--- config.mk ---
export PLATFORM = sky130hd
export DESIGN_NAME = wrr_cell_mux
export DESIGN_NICKNAME = d
export VERILOG_FILES = /design/src/rtl/wrr_mux_pkg.sv /design/src/rtl/wrr_cell_fifo.sv /design/src/rtl/wrr_pick.sv /design/src/rtl/wrr_cell_mux.sv
export SDC_FILE = /design/constraint.sdc
export NUM_CORES = 2
export LEC_CHECK = 0
export BUFFER_PORTS_ARGS = -buffer_cell sky130_fd_sc_hd__buf_2
export CAP_MARGIN = 30
export CORE_ASPECT_RATIO = 0.9
export CORE_UTILIZATION = 60
export DETAILED_ROUTE_END_ITERATION = 8
export HOLD_SLACK_MARGIN = 0.03
export PLACE_DENSITY = 0.82
export SYNTH_ARGS = -nofsm -noshare
export SYNTH_HDL_FRONTEND = slang
export SYNTH_SLANG_ARGS = --single-unit
export TNS_END_PERCENT = 10
--- constraint.sdc ---
create_clock -name clk -period 3.6 [get_ports clk]
set_input_delay 0.72 -clock clk [delete_from_list [all_inputs] [get_ports clk]]
set_output_delay 0.72 -clock clk [all_outputs]
set_load 0.01 [all_outputs]
--- src/rtl/wrr_mux_pkg.sv ---
package wrr_mux_pkg;
    localparam int TAG_LINK_W = 3;
    localparam int TAG_DEV_W  = 5;
    localparam int WEIGHT_W   = 4;
endpackage

--- src/rtl/wrr_cell_fifo.sv ---
module wrr_cell_fifo #(
    parameter int DW         = 16,
    parameter int CELL_WORDS = 4,
    parameter int NCELLS     = 8
) (
    input  logic          clk,
    input  logic          rst_n,
    input  logic          wr,
    input  logic [DW-1:0] wdata,
    input  logic          rd,
    output logic [DW-1:0] rdata,
    output logic          cell_rdy,
    output logic          bp
);
    localparam int DEPTH = NCELLS * CELL_WORDS;
    localparam int AW    = $clog2(DEPTH);
    localparam int CNT_W = $clog2(DEPTH + 1);
    localparam int BP_ON_FREE  = 2 * CELL_WORDS;
    localparam int BP_OFF_FREE = 4 * CELL_WORDS;

    typedef struct packed {
        logic [AW-1:0]    wp;
        logic [AW-1:0]    rp;
        logic [CNT_W-1:0] cnt;
        logic             bp;
    } fst_t;

    fst_t q, d;
    logic [DW-1:0] mem [DEPTH];
    logic wr_ok, rd_ok;
    int   free_d;

    always_comb begin
        d      = q;
        wr_ok  = wr && (int'(q.cnt) != DEPTH);
        rd_ok  = rd && (q.cnt != '0);
        if (wr_ok) d.wp = (int'(q.wp) == DEPTH - 1) ? '0 : q.wp + 1'b1;
        if (rd_ok) d.rp = (int'(q.rp) == DEPTH - 1) ? '0 : q.rp + 1'b1;
        d.cnt  = q.cnt + CNT_W'(wr_ok) - CNT_W'(rd_ok);
        free_d = DEPTH - int'(d.cnt);
        if (free_d < BP_ON_FREE)       d.bp = 1'b1;
        else if (free_d >= BP_OFF_FREE) d.bp = 1'b0;
    end

    always_ff @(posedge clk) begin
        if (!rst_n) q <= '0;
        else        q <= d;
    end

    always_ff @(posedge clk) begin
        if (wr_ok) mem[q.wp] <= wdata;
    end

    assign rdata    = mem[q.rp];
    assign cell_rdy = int'(q.cnt) >= CELL_WORDS;
    assign bp       = q.bp;

    AST_POP_NONEMPTY: assert property (@(posedge clk) disable iff (!rst_n)
        rd |-> (q.cnt != '0));
    AST_FULL_DROPS: assert property (@(posedge clk) disable iff (!rst_n)
        (int'(q.cnt) == DEPTH && wr && !rd) |=> (int'(q.cnt) == DEPTH && $stable(q.wp)));
    AST_BP_HIGH_NEAR_FULL: assert property (@(posedge clk) disable iff (!rst_n)
        (DEPTH - int'(q.cnt) < BP_ON_FREE) |-> bp);
    AST_BP_LOW_ROOMY: assert property (@(posedge clk) disable iff (!rst_n)
        (DEPTH - int'(q.cnt) >= BP_OFF_FREE) |-> !bp);
endmodule

--- src/rtl/wrr_pick.sv ---
module wrr_pick
    import wrr_mux_pkg::*;
#(
    parameter int N      = 8,
    parameter int LINK_W = 3
) (
    input  logic [N-1:0]          elig,
    input  logic [N*WEIGHT_W-1:0] weights,
    input  logic [LINK_W-1:0]     ptr,
    input  logic [WEIGHT_W-1:0]   sent,
    output logic [LINK_W-1:0]     grant,
    output logic [WEIGHT_W-1:0]   sent_next,
    output logic                  any
);
    logic [WEIGHT_W-1:0] w_cur;
    logic                found;
    int                  idx;

    always_comb begin
        w_cur = weights[int'(ptr)*WEIGHT_W +: WEIGHT_W];
        if (w_cur == '0) w_cur = WEIGHT_W'(1);
        any       = |elig;
        grant     = ptr;
        sent_next = WEIGHT_W'(1);
        found     = 1'b0;
        idx       = 0;
        if (elig[ptr] && (sent < w_cur)) begin
            sent_next = sent + 1'b1;
        end else begin
            for (int k = 1; k <= N; k++) begin
                idx = (int'(ptr) + k) % N;
                if (!found && elig[idx]) begin
                    found = 1'b1;
                    grant = LINK_W'(idx);
                end
            end
        end
    end
endmodule

--- src/rtl/wrr_cell_mux.sv ---
module wrr_cell_mux
    import wrr_mux_pkg::*;
#(
    parameter int NUM_LINKS  = 8,
    parameter int DW         = 16,
    parameter int CELL_WORDS = 4,
    parameter int NCELLS     = 8
) (
    input  logic                            clk,
    input  logic                            rst_n,
    input  logic [TAG_DEV_W-1:0]            cfg_dev_id,
    input  logic [NUM_LINKS*WEIGHT_W-1:0]   cfg_weights,
    input  logic [NUM_LINKS-1:0]            lnk_wr,
    input  logic [NUM_LINKS*DW-1:0]         lnk_wdata,
    output logic [NUM_LINKS-1:0]            lnk_bp,
    input  logic                            bus_rd,
    output logic                            bus_clav,
    output logic [DW-1:0]                   bus_data,
    output logic                            bus_soc,
    output logic                            bus_vld
);
    localparam int LINK_W = $clog2(NUM_LINKS);
    localparam int WC_W   = $clog2(CELL_WORDS + 1);

    typedef struct packed {
        logic                active;
        logic [WC_W-1:0]     wcnt;
        logic [LINK_W-1:0]   link;
        logic [LINK_W-1:0]   ptr;
        logic [WEIGHT_W-1:0] sent;
        logic [DW-1:0]       data;
        logic                soc;
        logic                vld;
    } st_t;

    st_t q, d;
    logic [NUM_LINKS-1:0] elig, pop;
    logic [DW-1:0]        f_rdata [NUM_LINKS];
    logic [LINK_W-1:0]    grant;
    logic [WEIGHT_W-1:0]  sent_next;
    logic                 any_elig;

    for (genvar i = 0; i < NUM_LINKS; i++) begin : g_link
        wrr_cell_fifo #(.DW(DW), .CELL_WORDS(CELL_WORDS), .NCELLS(NCELLS)) u_fifo (
            .clk     (clk),
            .rst_n   (rst_n),
            .wr      (lnk_wr[i]),
            .wdata   (lnk_wdata[i*DW +: DW]),
            .rd      (pop[i]),
            .rdata   (f_rdata[i]),
            .cell_rdy(elig[i]),
            .bp      (lnk_bp[i])
        );
    end

    wrr_pick #(.N(NUM_LINKS), .LINK_W(LINK_W)) u_pick (
        .elig     (elig),
        .weights  (cfg_weights),
        .ptr      (q.ptr),
        .sent     (q.sent),
        .grant    (grant),
        .sent_next(sent_next),
        .any      (any_elig)
    );

    always_comb begin
        d     = q;
        d.vld = 1'b0;
        d.soc = 1'b0;
        pop   = '0;
        if (bus_rd && q.active) begin
            pop[q.link] = 1'b1;
            d.data      = f_rdata[q.link];
            d.vld       = 1'b1;
            if (int'(q.wcnt) == CELL_WORDS - 1) begin
                d.active = 1'b0;
                d.wcnt   = '0;
            end else begin
                d.wcnt = q.wcnt + 1'b1;
            end
        end else if (bus_rd && any_elig) begin
            d.data = '0;
            d.data[TAG_LINK_W-1:0] = TAG_LINK_W'(grant);
            d.data[TAG_LINK_W +: TAG_DEV_W] = cfg_dev_id;
            d.soc    = 1'b1;
            d.vld    = 1'b1;
            d.active = 1'b1;
            d.wcnt   = '0;
            d.link   = grant;
            d.ptr    = grant;
            d.sent   = sent_next;
        end
    end

    always_ff @(posedge clk) begin
        if (!rst_n) begin
            q      <= '0;
            q.ptr  <= LINK_W'(NUM_LINKS - 1);
            q.sent <= '1;
        end else begin
            q <= d;
        end
    end

    assign bus_clav = |elig;
    assign bus_data = q.data;
    assign bus_soc  = q.soc;
    assign bus_vld  = q.vld;

    AST_SOC_NEEDS_VLD: assert property (@(posedge clk) disable iff (!rst_n)
        bus_soc |-> bus_vld);
    AST_VLD_AFTER_RD: assert property (@(posedge clk) disable iff (!rst_n)
        bus_vld |-> $past(bus_rd));
    AST_SINGLE_POP: assert property (@(posedge clk) disable iff (!rst_n)
        $onehot0(pop));
    AST_MIDCELL_HOLD: assert property (@(posedge clk) disable iff (!rst_n)
        (q.active && !bus_rd) |=> (!bus_vld && $stable(q.link) && $stable(q.wcnt)));
    AST_IDLE_READ_EMPTY: assert property (@(posedge clk) disable iff (!rst_n)
        (bus_rd && !q.active && !bus_clav) |=> !bus_vld);
    AST_START_ON_CLAV: assert property (@(posedge clk) disable iff (!rst_n)
        (bus_rd && !q.active && bus_clav) |=> bus_soc);
endmodule

; Word-level counts from Yosys, hierarchy flattened
; Memories as Yosys holds them, arrays and structs flattened. A register that Yosys moved wholly into a read port is not among the register bits.
; Cells that the tools add are included.
[op_classes]
n_addsub = 50
magnitude_cmp = 37
eq_ne = 26
shift = 1
n_mux = 127
bitwise = 11
reduce_logical = 64
[op_table]
columns = operator, count
row1 = "32-bit by 6-bit >= comparator with 1-bit output, second input constant", 8
row2 = "32-bit by 5-bit < comparator with 1-bit output, second input constant", 8
row3 = 5-bit 2-to-1 mux, 32
row4 = "5-bit by 1-bit adder with 5-bit output, second input constant", 16
row5 = "5-bit by 1-bit == test with 1-bit output, second input constant", 16
row6 = 1-bit 2-to-1 mux, 66
row7 = "6-bit by 6-bit subtractor with 7-bit output, first input constant", 8
row8 = 6-bit by 1-bit adder with 6-bit output, 8
row9 = 16-bit binary-select mux with 3-bit select, 1
row10 = "6-bit by 3-bit >= comparator with 1-bit output, second input constant", 8
row11 = 16-bit 2-to-1 mux, 3
row12 = "6-bit != test, second input constant", 8
row13 = 6-bit nonzero test, 8
row14 = 6-bit by 1-bit subtractor with 6-bit output, 8
row15 = "4-bit by 5-bit < comparator with 1-bit output, second input constant", 8
row16 = 32-bit 2-to-1 mux, 1
row17 = 32-bit by 6-bit variable part select with 4-bit output, 1
row18 = 3-bit 2-to-1 mux, 10
row19 = 1-bit binary-select mux with 3-bit select, 9
row20 = 1-bit logical AND, 27
row21 = 3-bit OR reduction, 8
row22 = 2-bit nonzero test, 9
row23 = "3-bit adder, second input constant", 4
row24 = 4-bit 2-to-1 mux, 3
row25 = 19 further kinds, 38
[totals]
register_bits = 168
ramBits = 4096
out_inout_bits = 27
wordCells = 364
mem_count = 8
[memory_table]
columns = name, words, width, read_ports, rd_clocked_by_memory_dff, wr, line
row1 = g_link[0].u_fifo.mem, 32, 16, 1, 1, 1, wrr_cell_fifo.sv:29  ; logic [DW-1:0] mem [DEPTH];
row2 = g_link[1].u_fifo.mem, 32, 16, 1, 1, 1, wrr_cell_fifo.sv:29
row3 = g_link[2].u_fifo.mem, 32, 16, 1, 1, 1, wrr_cell_fifo.sv:29
row4 = g_link[3].u_fifo.mem, 32, 16, 1, 1, 1, wrr_cell_fifo.sv:29
row5 = g_link[4].u_fifo.mem, 32, 16, 1, 1, 1, wrr_cell_fifo.sv:29
row6 = g_link[5].u_fifo.mem, 32, 16, 1, 1, 1, wrr_cell_fifo.sv:29
row7 = +2 memories, --, --, --, --, --, --

; Depth between registers and ports, before layout
[logic_depth]
ltp_word = 38
mapped_depth = 18
mapped_depth_nobuf = 17

; By module
; Synthesis repeated with hierarchy kept, for this count alone.
[hier_totals]
hier_cells = 9142
area_unflattened_um2 = 170582.4
[modules_own_cells]
columns = mod, n_inst, cells_per_inst, area_each_um2, seq_area_each_um2
row1 = wrr_cell_fifo at g_link[2].u_fifo ..., 6, 1089, 20853.8, 15815.2
row2 = wrr_cell_fifo at g_link[0].u_fifo ..., 2, 1089, 20856.3, 15815.2
row3 = wrr_cell_mux, 1, 303, 2542.4, 640.6
row4 = wrr_pick, 1, 127, 1204.9, 0.0

; Least setup slack after synthesis
; No wires, ideal clock.
[synth_timing]
path_type = input port to flip-flop
startpoint = in bus_rd
endpoint = reg g_link[7].u_fifo.q, in the netlist g_link[7].u_fifo.bp
setup_time_ps = 130
arrival_time_ps = 3238
slack_ps = 232
cell_stages = 13
path_cell_list = and2_1 nand2_1 a311oi_1 ha_1 inv_1 ha_1 inv_1 fa_1 xnor2_1 nor3b_1 nand2_1 a21oi_1 o22ai_1
[synth_between]
elab_chain_len = 7
elab_cells_between_ends = 9
cone_classes = add/sub (2) / order compare (2) / mux (2) / reduce/logical (3)
[synth_lines]
columns = item, line
row1 = start: declaration, wrr_cell_mux.sv:16  ; input logic bus_rd,
row2 = 1-bit logical AND (*), wrr_cell_mux.sv:71  ; if (bus_rd && q.active) begin
row3 = 8-bit 2-to-1 mux (*), wrr_cell_mux.sv:71
row4 = 1-bit logical AND (*), wrr_cell_fifo.sv:36  ; rd_ok = rd && (q.cnt != '0);
row5 = net g_link[7].u_fifo.rd_ok, wrr_cell_fifo.sv:30  ; logic wr_ok, rd_ok;
row6 = 6-bit by 1-bit subtractor with 6-bit output (*), wrr_cell_fifo.sv:39  ; d.cnt = q.cnt + CNT_W'(wr_ok) - CNT_W'(rd_ok);
row7 = 6-bit by 6-bit subtractor with 7-bit output (*), wrr_cell_fifo.sv:40  ; free_d = DEPTH - int'(d.cnt);
row8 = 32-bit by 5-bit < comparator with 1-bit output or 32-bit by 6-bit >= comparator with 1-bit output (tied branches), "wrr_cell_fifo.sv:41, wrr_cell_fifo.sv:42"
row9 = 1-bit 2-to-1 mux or 2-bit nonzero test (tied branches), --
row10 = end signal: assignment, wrr_cell_fifo.sv:46  ; if (!rst_n) q <= '0;
row11 = end signal: assignment, wrr_cell_fifo.sv:47  ; else q <= d;
row12 = end: declaration, wrr_cell_fifo.sv:28  ; fst_t q, d;
; Mark *: on every way through the listed nets, which the timed path passes. The rest lies on a longest branch.
; A chain may end at the register's enable or synchronous reset.

==> metrics.md <==
| Metric | Value |
|---|---|
| Initial core utilization | 60.4% |
| Total CTS buffers | 406 |
| Dpl cells | 11800 |
| Outcome | finished, final reports clean |
| 1st-iter DRT viols | 13100 |
| WP data required | 4370 ps |
| Reg2Reg Setup Slack | 30 ps |
| Core ar. | 280000 um^2 |
| Detailed Route WL | 445000 um |
| Worst-Skew Late Latency | 940 ps |
| Hold_buf cts | 0 |
| Io pins | 203 |
| CTS H-tree depth | 5 |
| Worst vdd ir | 0.516 mV |
| Post-Layout Cell Count | 12600 |
| Detail Placement HPWL | 250000 um |
| Critical Path Max Stage Delay | 700 ps |
| Max-slew violations | 0 |
| P_int | 85.1 mW |
| Final setup fails | 0 |
| Final Hold Violating Endpoints | 0 |
| Die X | 562 um |
| Total gr overflow | 0 |
| Pwr Density | 585 nW/um^2 |
| Slew of the pin with the lowest slew margin | 1130 ps |
| Clock tree sinks | 4304 |
| First-pass GRT wire length | 636000 um |
| Psw | 27.2 mW |
| Max_cap viols | 0 |
| Final ANT Viol Nets | 0 |
| Pleak | 59.7 nW |
| Min cycle time layout | 3570 ps |
| Synthesized flop and latch total | 4304 |
| Pin count of the biggest net entering global routing | 89 |
| CP max-delay cell | dfxtp_4 |
| Rows | 184 |
| Yosys cell types | 86 |
| Fin nets | 8828 |
| Crit path kind | reg -> reg |
| Period utilisation layout | 99.2% |
| Critical Path AT | 4340 ps |
| CP Cell Sequence | buf_12 -> mux4_2 -> mux4_2 -> mux2i_1 -> mux4_2 -> nand2_1 -> o21ai_0 -> o22ai_1 |
| Post-route setup slack | 29.4 ps |
| Clock root buffer | clkbuf_16 |
| Final core utilization | 68.7% |
| Max-slew headroom | 25.0% |
| Cells after Synth | 7762 |
| RSZ-0062 raised after global routing | yes |
| Clock-pin slew on the worst setup and hold paths | 70 ps |
| Critical path endpoint category | register |
| I/O Buffers | 202 |
| Synth cell count leaders | edfxtp_1 (4096), mux4_2 (1280), nor2_1 (420) |
| Sequential Power Share | 50.2% |
| Synth Cell Area | 169000 um^2 |
| Most frequent CP cell | mux4_2 |
| Pre-CTS setup slack | -60.8 ps |
| CTS tree | done |
| Worst Skew | 80.1 ps |
| Total vias in the final route | 87500 |
| P&R area growth vs syn | 13.6% |
| Clk pwr share | 39.2% |
| Die area | 284000 um^2 |
| Pwr Total | 112 mW |
| Die Y | 506 um |
| Primary FF master, synth | edfxtp_1 |
| Synth top area share | 72.7% |
| DRC | 0 |
| Max FO, Critical Path | 31 |
| Register area share after synthesis | 75.2% |
| Avg Synthesized Cell Area | 21.8 um^2 |
| Critical path startpoint category | register |
| Final TNS setup | 0 ps |
| Synth Warn # | 0 |
| DR WL/cell | 35.3 um |
| Asr flop ratio synth | 0% |
| Number of global-route vias before repair | 89700 |
| Share of cells above drive strength 1 | 32.1% |
| Logic pwr share | 10.6% |
| Post-synth top area cell | edfxtp_1 |
| Max Clk Rate | 280 MHz |
| Number of flops mapped to enable cells by yosys | 4096 |
| Placer Congestion | 0.895 |
| Syn nets | 8083 |
| Antenna violations before repair | 62 |
| Via density | 6.94 |
| Dominant cell by count in the synthesized netlist | edfxtp_1 |
| Clk buf depth | 4 |
| Drt first pass iters | 9 |
| Min-Delay Path Class | in -> reg |
| GRT Overall Usage | 31.4% |
| Leading post-synthesis cells by cell area | edfxtp_1 (73%), mux4_2 (17%), dfxtp_1 (2.5%), ha_1 (1.0%), nor2_1 (0.93%) |
| Net Sw Frac | 24.2% |
cells in the final DEF, fill, tap and decap left out, drive strengths merged, types with 12 or more instances in the layout:
cell / Yosys / final
mux4: 1282 / 1282
clkinvlp: 0 / 13
a211oi: 46 / 46
and2: 25 / 25
nor3: 46 / 46
buf: 237 / 749
edfxtp: 4096 / 4096
or3: 12 / 12
nor2b: 40 / 40
nand2b: 16 / 16
or3b: 14 / 14
clkinv: 10 / 214
or4: 12 / 12
mux2i: 120 / 120
a22oi: 18 / 18
dfxtp: 208 / 208
a21oi: 163 / 163
nor3b: 30 / 30
o22ai: 28 / 28
nand3b: 34 / 34
mux2: 12 / 12
o211ai: 15 / 15
clkbuf: 175 / 475
o21ai: 66 / 66
a31oi: 19 / 19
nor2: 420 / 420
diode: 0 / 34
nand2: 163 / 163
inv: 97 / 105
xnor2: 32 / 32
nand3: 45 / 45
ha: 137 / 137
bufinv: 0 / 54
and3: 22 / 22
power groups by stage:
stage	Sequential, mW	Clock (mW)	Combinational, mW
floorplan	57.1	0	6.83
global placement	57.2	0	10.7
detailed placement	57.3	0	11.1
CTS	56.3	44.3	11.4
global route	56.3	46.0	12.4
finish	56.3	44.0	11.9
state kept, by name, summed over array words and instances, names as in the netlist, named ones only:
| signal | flops |
|---|---|
| g_link.u_fifo.mem | 4096 |
| g_link.u_fifo.q | 128 |
| bus_data | 16 |
| q | 14 |
| g_link.u_fifo.bp | 8 |
| bus_soc | 1 |
| bus_vld | 1 |
routing by layer:
layer  track usage (%)  wire, um  vias to the layer above  share of wire (%)
li1                  -         -                    34000                  -
met1              40.2    148000                    45100                 33
met2              51.5    220000                     6811                 49
met3              6.31     49300                     1445                 11
met4              16.6     28000                       48                6.3
met5                 0       303                        -              0.068
critical path: cells and delay by family, from the launching register on:
kind                   cells  cell delay (ps)
muxes                      4             2060
DFF                        1              700
buffers and inverters      1              320
and+or+nand+nor            1               60
AOI/OAI and AO/OA          2              220
kinds of logic after synthesis:
kind of cell,share of synthesized area [%]
flip-flops,75.2
multiplexers,17.9
AND/OR/NAND/NOR,2.56
buffers and inverters,1.41
AO/OA/AOI/OAI,1.65
adder cells (fa/ha/maj),1.11
XOR/XNOR,0.196
final cells by class:
| cell class | instances | area (um^2) |
|---|---|---|
| antenna | 34 | 85.1 |
| clock buffer | 475 | 10600 |
| clock inverter | 279 | 3000 |
| fill | 15600 | 87700 |
| inverter | 107 | 410 |
| multi-input combinational | 2939 | 39900 |
| sequential | 4304 | 127000 |
| tap | 3720 | 4650 |
| timing repair buffer | 749 | 6130 |
repair_timing:
action / 4_1_cts / 5_1_grt
setup buffers: 1 / 0
pin swaps: 1 / 0
gates resized for setup: 2 / 10
endpoints found under the setup margin: 1 / 5
stage by stage:
stage	instance area [um^2]	hold slack, ps
2_1_floorplan	169000	413
3_3_place_gp	178000	422
3_5_place_dp	178000	436
4_1_cts	192000	57.4
5_1_grt	192000	101
6_report	192000	124
path summary, 6_finish.rpt:
| check | depth (start not counted) | endpoint | start |
|---|---|---|---|
| worst max-delay path | 8 | bus_data[6] | register |
| worst min-delay path | 3 | bus_data[3] | cfg_dev_id[0] |
| worst max register to register | 8 | bus_data[6] | register |
| worst min register to register | 2 | register | g_link[4].u_fifo.q[11] |
Note: power is estimated with default switching activity, not from simulation.
